**src/rtl/qlm_pkg.sv**
```systemverilog
package qlm_pkg;
  localparam int QOS_W   = 4;
  localparam int MAP_W   = 4 * QOS_W;
  localparam int NMSG    = 16;
  localparam int TBL_W   = NMSG * QOS_W;
  typedef logic [QOS_W-1:0] qos_t;
  typedef logic [1:0]       quart_t;
endpackage

```
**src/rtl/qlm_cfg_regs.sv**
```systemverilog
module qlm_cfg_regs
  import qlm_pkg::*;
#(
  parameter int NUM_TC = 8,
  parameter int AW     = 4
) (
  input  logic                    clk,
  input  logic                    rst_n,
  input  logic                    we,
  input  logic [AW-1:0]           addr,
  input  logic [31:0]             wdata,
  output logic [NUM_TC*MAP_W-1:0] map_flat,
  output logic [TBL_W-1:0]        tbl,
  output logic                    en
);
  localparam int A_LO   = NUM_TC;
  localparam int A_HI   = NUM_TC + 1;
  localparam int A_CTRL = NUM_TC + 2;

  for (genvar t = 0; t < NUM_TC; t++) begin : g_map
    always_ff @(posedge clk or negedge rst_n) begin
      if (!rst_n) map_flat[t*MAP_W +: MAP_W] <= '0;
      else if (we && addr == AW'(t)) map_flat[t*MAP_W +: MAP_W] <= wdata[MAP_W-1:0];
    end
  end

  always_ff @(posedge clk or negedge rst_n) begin
    if (!rst_n) begin
      tbl <= '0;
      en  <= 1'b0;
    end else if (we) begin
      if (addr == AW'(A_LO))   tbl[31:0]  <= wdata;
      if (addr == AW'(A_HI))   tbl[63:32] <= wdata;
      if (addr == AW'(A_CTRL)) en         <= wdata[0];
    end
  end
endmodule

```
**src/rtl/qlm_quartile.sv**
```systemverilog
module qlm_quartile
  import qlm_pkg::*;
#(
  parameter int DEPTH = 16,
  parameter int OCC_W = $clog2(DEPTH + 1)
) (
  input  logic [OCC_W-1:0] occ,
  output quart_t           quart
);
  localparam int LOGD = $clog2(DEPTH);

  always_comb begin
    if (occ >= OCC_W'(DEPTH)) quart = 2'd3;
    else                      quart = occ[LOGD-1 -: 2];
  end
endmodule

```
**src/rtl/qlm_msg_track.sv**
```systemverilog
module qlm_msg_track
  import qlm_pkg::*;
#(
  parameter int NUM_TC = 8,
  parameter int TC_W   = 3
) (
  input  logic                    clk,
  input  logic                    rst_n,
  input  logic                    en,
  input  logic                    msg_valid,
  input  logic [TC_W-1:0]         msg_tc,
  input  logic [3:0]              msg_idx,
  output logic [NUM_TC-1:0]       held,
  output logic [NUM_TC*4-1:0]     idx_flat
);
  for (genvar t = 0; t < NUM_TC; t++) begin : g_trk
    always_ff @(posedge clk or negedge rst_n) begin
      if (!rst_n) begin
        held[t]            <= 1'b0;
        idx_flat[t*4 +: 4] <= '0;
      end else if (!en) begin
        held[t] <= 1'b0;
      end else if (msg_valid && msg_tc == TC_W'(t)) begin
        held[t]            <= 1'b1;
        idx_flat[t*4 +: 4] <= msg_idx;
      end
    end
  end
endmodule

```
**src/rtl/qos_level_mapper.sv**
```systemverilog
module qos_level_mapper
  import qlm_pkg::*;
#(
  parameter int NUM_TC = 8,
  parameter int DEPTH  = 16,
  localparam int OCC_W  = $clog2(DEPTH + 1),
  localparam int TC_W   = $clog2(NUM_TC),
  localparam int CFG_AW = $clog2(NUM_TC + 3)
) (
  input  logic                     clk,
  input  logic                     rst_n,
  input  logic                     cfg_we,
  input  logic [CFG_AW-1:0]        cfg_addr,
  input  logic [31:0]              cfg_wdata,
  input  logic [NUM_TC*OCC_W-1:0]  occ_i,
  input  logic                     msg_valid,
  input  logic [TC_W-1:0]          msg_tc,
  input  logic [3:0]               msg_idx,
  output logic [NUM_TC*QOS_W-1:0]  qos_o
);
  logic [NUM_TC*MAP_W-1:0] map_flat;
  logic [TBL_W-1:0]        tbl;
  logic                    ctrl_en;
  logic [NUM_TC-1:0]       held_vec;
  logic [NUM_TC*4-1:0]     idx_flat;

  qlm_cfg_regs #(.NUM_TC(NUM_TC), .AW(CFG_AW)) u_regs (
    .clk(clk), .rst_n(rst_n), .we(cfg_we), .addr(cfg_addr), .wdata(cfg_wdata),
    .map_flat(map_flat), .tbl(tbl), .en(ctrl_en)
  );

  qlm_msg_track #(.NUM_TC(NUM_TC), .TC_W(TC_W)) u_trk (
    .clk(clk), .rst_n(rst_n), .en(ctrl_en), .msg_valid(msg_valid),
    .msg_tc(msg_tc), .msg_idx(msg_idx), .held(held_vec), .idx_flat(idx_flat)
  );

  for (genvar t = 0; t < NUM_TC; t++) begin : g_tc
    quart_t q;
    qos_t   qos_d;

    qlm_quartile #(.DEPTH(DEPTH), .OCC_W(OCC_W)) u_q (
      .occ(occ_i[t*OCC_W +: OCC_W]), .quart(q)
    );

    always_comb begin
      if (ctrl_en && held_vec[t]) qos_d = tbl[4*idx_flat[t*4 +: 4] +: QOS_W];
      else                        qos_d = map_flat[t*MAP_W + 4*q +: QOS_W];
    end

    always_ff @(posedge clk or negedge rst_n) begin
      if (!rst_n) qos_o[t*QOS_W +: QOS_W] <= '0;
      else        qos_o[t*QOS_W +: QOS_W] <= qos_d;
    end
  end
endmodule

```
**config.mk**
```make
export PLATFORM = sky130hd
export DESIGN_NAME = qos_level_mapper
export DESIGN_NICKNAME = d
export VERILOG_FILES = /design/src/rtl/qlm_pkg.sv /design/src/rtl/qlm_cfg_regs.sv /design/src/rtl/qlm_quartile.sv /design/src/rtl/qlm_msg_track.sv /design/src/rtl/qos_level_mapper.sv
export SDC_FILE = /design/constraint.sdc
export NUM_CORES = 1
export LEC_CHECK = 0
export ABC_CLOCK_PERIOD_IN_PS = 1700
export BUFFER_PORTS_ARGS = -buffer_cell sky130_fd_sc_hd__buf_2
export CORE_MARGIN = 2
export CORE_UTILIZATION = 40
export DETAILED_ROUTE_END_ITERATION = 16
export HOLD_SLACK_MARGIN = 0.05
export PLACE_DENSITY = 0.57
export SLEW_MARGIN = 10
export SYNTH_ARGS = -nofsm -noshare
export SYNTH_HDL_FRONTEND = slang
export SYNTH_HIERARCHICAL = 1
export SYNTH_SLANG_ARGS = --single-unit
```
**constraint.sdc**
```tcl
create_clock -name clk -period 1.7 [get_ports clk]
set_input_delay 0.34 -clock clk [delete_from_list [all_inputs] [get_ports clk]]
set_output_delay 0.34 -clock clk [all_outputs]
set_load 0.02 [all_outputs]
```
Word level (Yosys, flattened, before mapping)

Cells that the tools add are included.

Register bits: 265
Input bits: 87
Output and inout port bits: 32
Word-level logic and storage cells: 160

Add/sub/neg operators: 7
Magnitude comparators: 8
Eq/ne operators: 25
Shift operators: 16
Multiplexer cells: 32
Reduce and logical (&&, ||, !) cells: 37

Operators with widths:

| kind                | number |
|---|---|
| $shiftx 128x9->4    | 4 |
| $shiftx 64x7->4     | 8 |
| $shiftx 128x8->4    | 2 |
| $shiftx 128x5->4    | 1 |
| $shiftx 128x7->4    | 1 |
| $ge 5x5->1 const B  | 8 |
| $add 7x4->8 const A | 4 |
| $mux 4              | 8 |
| $logic_and 1x1->1   | 24 |
| $reduce_and 2->1    | 11 |
| $eq 4x3->1 const B  | 4 |
| $mux 1              | 16 |
| $mux 2              | 8 |
| $ne 2x1->1 const B  | 8 |
| $add 6x4->7 const A | 2 |
| $eq 3x3->1 const B  | 4 |
| $eq 4x4->1 const B  | 3 |
| $eq 4x2->1 const B  | 2 |
| $add 5x4->6 const A | 1 |
| $eq 3x2->1 const B  | 2 |
| $eq 4x1->1 const B  | 1 |
| $logic_not 4->1     | 1 |
| $eq 3x1->1 const B  | 1 |
| $logic_not 3->1     | 1 |

Depth between registers and ports, before layout

Word-level depth: 5
Mapped depth: 6
Depth with buffers taken out: 4

Cells and area by module

The synthesis kept the hierarchy.

Modules (own cells, without submodules):

| module           | times used | cells each | area an instance (sq um) | seq. area each (sq um) |
|---|---|---|---|---|
| qlm_cfg_regs     | 1          | 438        | 7,327.0                  | 4,829.6 |
| qos_level_mapper | 1          | 632        | 6,133.4                  | 800.8 |
| qlm_msg_track    | 1          | 97         | 1,561.5                  | 1,001.0 |
| qlm_quartile     | 8          | 2          | 12.5                     | 0.0 |

Least setup slack after synthesis

OpenSTA, ideal clock, no wires.

Path kind: register to register
Start point: register u_trk.idx_flat[5]
End point: register qos_o[7]
Setup time: 0.129 ns
Arrival time: 1.518 ns
Data required time: 1.571 ns
Slack: 0.052 ns
Cell stages (with the launch flop): 6
Buffers on the path: 1
Period minus slack after synthesis: 1.648 ns
Cell sequence: dfrtp_1 > buf_2 > mux4_2 > mux2_2 > a22oi_1 > o31ai_1

Longest elaborated chain between the ends: 2

Ends and longest elaborated chain:

| item                              | RTL line               | text |
|---|---|---|
| from (decl)                       | qlm_msg_track.sv:14    | `output logic [NUM_TC*4-1:0] idx_flat` |
| from (signal, indexed assignment) | qlm_msg_track.sv:25    | `idx_flat[t*4 +: 4] <= msg_idx;` |
| $shiftx 64x7->4                   | qos_level_mapper.sv:46 | `if (ctrl_en && held_vec[t]) qos_d = tbl[4*idx_flat[t*4 +: 4] +: QOS_W];` |
| $mux 4                            | qos_level_mapper.sv:46 |  |
| named net g_tc[1].qos_d[3]        | qos_level_mapper.sv:39 | `qos_t qos_d;` |
| to (signal, indexed assignment)   | qos_level_mapper.sv:52 | `else qos_o[t*QOS_W +: QOS_W] <= qos_d;` |
| to (decl)                         | qos_level_mapper.sv:19 | `output logic [NUM_TC*QOS_W-1:0] qos_o` |

The timed path passes the listed nets, and every way through them passes these cells.
A chain may end at the register's enable or synchronous reset.

Final worst setup path

Start point: register u_regs.tbl[58]
End point: register qos_o[30]

Longest elaborated chain between the ends: 2

Ends and longest elaborated chain:

| item                       | RTL line               | text |
|---|---|---|
| from (decl)                | qlm_cfg_regs.sv:13     | `output logic [TBL_W-1:0] tbl,` |
| from (signal assigned)     | qlm_cfg_regs.sv:33     | `if (addr == AW'(A_HI)) tbl[63:32] <= wdata;` |
| $shiftx 64x7->4            | qos_level_mapper.sv:46 |  |
| $mux 4                     | qos_level_mapper.sv:46 |  |
| named net g_tc[7].qos_d[2] | qos_level_mapper.sv:39 |  |

The timed path passes the listed nets, and every way through them passes these cells.

==> results.toml <==
[flow_run]
cap_violations = 0

[logic_synthesis]
avgSynthCellArea_um2 = 12.8
synth_most_common_cell = "dfrtp_1"
postSynth.asyncResetShare = 1.00
syn_nets = 1270
synth-edff-count = 0
syn_inst = 1183
netlist.area_leader.share = 0.439
synth-seq-cells = 265
yosys-top-cells-area = "dfrtp_1, mux2_2, mux2i_1"
ys.flop_type = "dfrtp_1"
yosysUniqueCellTypes = 43
netlist_area_um2 = 15100
synthTopCellsByCount = "dfrtp_1, mux2_2, mux2i_1"
yosysTopAreaCell = "dfrtp_1"
synth_warnings = 6
ys_seq_area_frac = 0.439

[worst_hold_path]
hp-class = "in -> async"

[grt]
grt-ovfl-total = 0
grt_max_degree = 84
grt_pass1_wl_mm = 76.5
grt_usage = 0.268
antenna_found_initial = 0
grt_pass1_vias = 11500

[clock_network]
cts_tree = "yes"
htree_num_levels = 1
clockBufferDepth = 3
cts-root-buf = "clkbuf_16"
path_clk_slew_ns = 0.06
cts_made_buffers = 31
clkSinkCount = 265
clock_latency_ns = 0.60

[sta]
fin_worst_skew_ns = 0.0265
timing.final.ws_setup_ns = -0.00313
finalCritPeriodShare = 1.00
whs_ns = 0.169
hold_viol = 0
rsz0062_at_grt = "yes"
setup_violations = 1
maxSlewHeadroom = 0.613
drv_slew = 0
min_period_ns = 1.70
fmax_mhz = 587
tightest_slew_ns = 0.580

[placement]
placed_area_um2 = 17600
place_congestion = 0.963
port_buffers = 102
hpwlAfterDp_mm = 37.7

[critical_path]
cp-start-kind = "register"
worstSetupEndpointType = "register"
worstPathRequired_ns = 2.15
reg2reg_from = "u_regs/tbl[58]"
startpoint = "u_regs/tbl[58]"
arrival_ns = 2.15
r2r_cells = 3
crit_end = "qos_o[30]"
r2r_setup_slack_ns = -0.003
critPathMaxFanout = 7
critical_path_class = "reg -> reg"
r2r-end = "qos_o[30]"

[layout]
drive_gt1_frac = 0.471
area_growth_pct = 26.8
final_nets = 1524
diodes = 0
stdcell_area_um2 = 19200
fillers = 3357

[drt]
drt-initial-drc-count = 950
drc = 0
via_per_inst = 5.87
drt_pass1_iterations = 5
avgRoutedWirePerCell_um = 26.5
totalWireLength_mm = 52.2
num_vias = 11600
ant_nets = 0

[die]
die_w_um = 198
start_util = 0.403
core.rowCount = 71
core_area_um2 = 37500
dieArea_um2 = 39400
pin_count = 119
fp.dieH_um = 198

[power]
p_sw_frac = 0.354
p_seq_frac = 0.348
p_comb_frac = 0.393
ir_drop_uv = 960
internal-power_mw = 18.0
power.density_nw_per_um2 = 1460
p_leak_nw = 8.38
clock_power_share = 0.259
netSwitchingPower_mw = 9.89

[status]
status = "finished with violations"
violations = "negative setup slack"
==> final cells by class <==
class | instances | area (um2) | share of cell area
clock buffers | 43 | 901 | 0.0470
inverters | 5 | 18.8 | 0.000979
multi-input cells | 829 | 8220 | 0.429
flip-flops and latches | 265 | 6650 | 0.347
clock inverters | 15 | 220 | 0.0115
well taps | 511 | 639 | 0.0334
repair buffers | 305 | 2530 | 0.132
==> logic make-up after synthesis <==
| logic type | synth area share |
|---|---|
| AOI/OAI and AO/OA | 0.0513 |
| and+or+nand+nor | 0.0843 |
| muxes | 0.399 |
| DFF | 0.439 |
| buffers and inverters | 0.0269 |
==> placed cells by master (no fill, tap or decap), drive strengths merged <==
| cell | synthesis | final |
|---|---|---|
| a22oi | 39 | 39 |
| clkinv | 0 | 7 |
| o21ai | 9 | 9 |
| o2111ai | 17 | 17 |
| nor2 | 26 | 26 |
| nand2 | 116 | 116 |
| and2 | 4 | 4 |
| and3 | 6 | 6 |
| mux2i | 176 | 176 |
| bufbuf | 0 | 1 |
| nor3 | 2 | 2 |
| buf | 59 | 287 |
| o31ai | 1 | 1 |
| or2 | 16 | 16 |
| clkbuf | 25 | 43 |
| nor2b | 16 | 16 |
| nand4 | 19 | 19 |
| o311ai | 3 | 3 |
| dfrtp | 265 | 265 |
| nand3b | 4 | 4 |
| mux2 | 226 | 226 |
| nand2b | 6 | 6 |
| or3 | 1 | 1 |
| bufinv | 0 | 5 |
| nand3 | 34 | 34 |
| clkinvlp | 0 | 2 |
| a221oi | 1 | 1 |
| o211ai | 4 | 4 |
| mux4 | 75 | 75 |
| a21o | 6 | 6 |
| a21oi | 1 | 1 |
| inv | 5 | 6 |
| a2bb2oi | 9 | 9 |
| dlygate4sd3 | 0 | 17 |
| a32oi | 10 | 10 |
| nor3b | 2 | 2 |
==> flip-flops by register name, indices dropped and copies added (netlist names) <==
| register | count |
|---|---|
| u_regs/map_flat | 128 |
| u_regs/tbl | 64 |
| qos_o | 32 |
| u_trk/idx_flat | 32 |
| u_trk/held | 8 |
| u_regs/en | 1 |
==> worst min path at each step <==
stage | end | cells after the start | startpoint | slack (ns)
4_1_cts | u_regs/tbl[20] | 2 | rst_n | 0.14
6_report | u_regs/tbl[56] | 2 | rst_n | 0.17
2_1_floorplan | qos_o[0] | 0 | rst_n | 0.04
5_1_grt | u_regs/tbl[56] | 2 | rst_n | 0.17
3_5_place_dp | u_regs/tbl[20] | 1 | rst_n | 0.18
3_3_place_gp | u_regs/tbl[20] | 1 | rst_n | 0.18
==> power groups by stage <==
stage	Sequential [mW]	Combinational [mW]	Clock, mW
floorplan	9.19	6.18	0
detailed placement	9.74	10.4	0
global route	9.87	11.6	7.65
global placement	9.70	10.3	0
finish	9.71	11.0	7.24
CTS	9.65	10.6	7.41
==> stage by stage <==
| stage | setup WS [ns] | TNS (ns) | total power, mW | utilization | cells |
|---|---|---|---|---|---|
| finish | -0.00313 | -0.00313 | 27.9 | 0.511 | 1973 |
| global route | -0.0598 | -0.135 | 29.1 | 0.511 | 1973 |
| CTS | -0.0348 | -0.0544 | 27.7 | 0.507 | 1969 |
| detailed placement | -0.212 | -0.817 | 20.1 | 0.470 | 1891 |
| global placement | -0.205 | -0.702 | 20.0 | 0.470 | 1891 |
| floorplan | 0.0522 | 0 | 15.4 | - | 1183 |
==> critical path, stage by stage (launching register included) <==
cell and delay [ns]:
dfrtp_1 0.55, mux4_2 0.53, o2111ai_1 0.30, nand3_1 0.18
==> metal layers <==
metal,track usage,share of wire
met5,0,0
met1,0.379,0.44
met2,0.421,0.46
met4,0.0879,0.036
met3,0.0434,0.066
==> repair_timing <==
item / in CTS / in global routing
endpoints found under the setup margin: 19 / 18
hold buffers: 17 / 0
gates resized for setup: 17 / 33
gates cloned: 1 / 0
hold endpoints to repair: 283 / 0
setup buffers: 2 / 5
pin swaps: 3 / 10
Power figures use the tool's default switching activity.
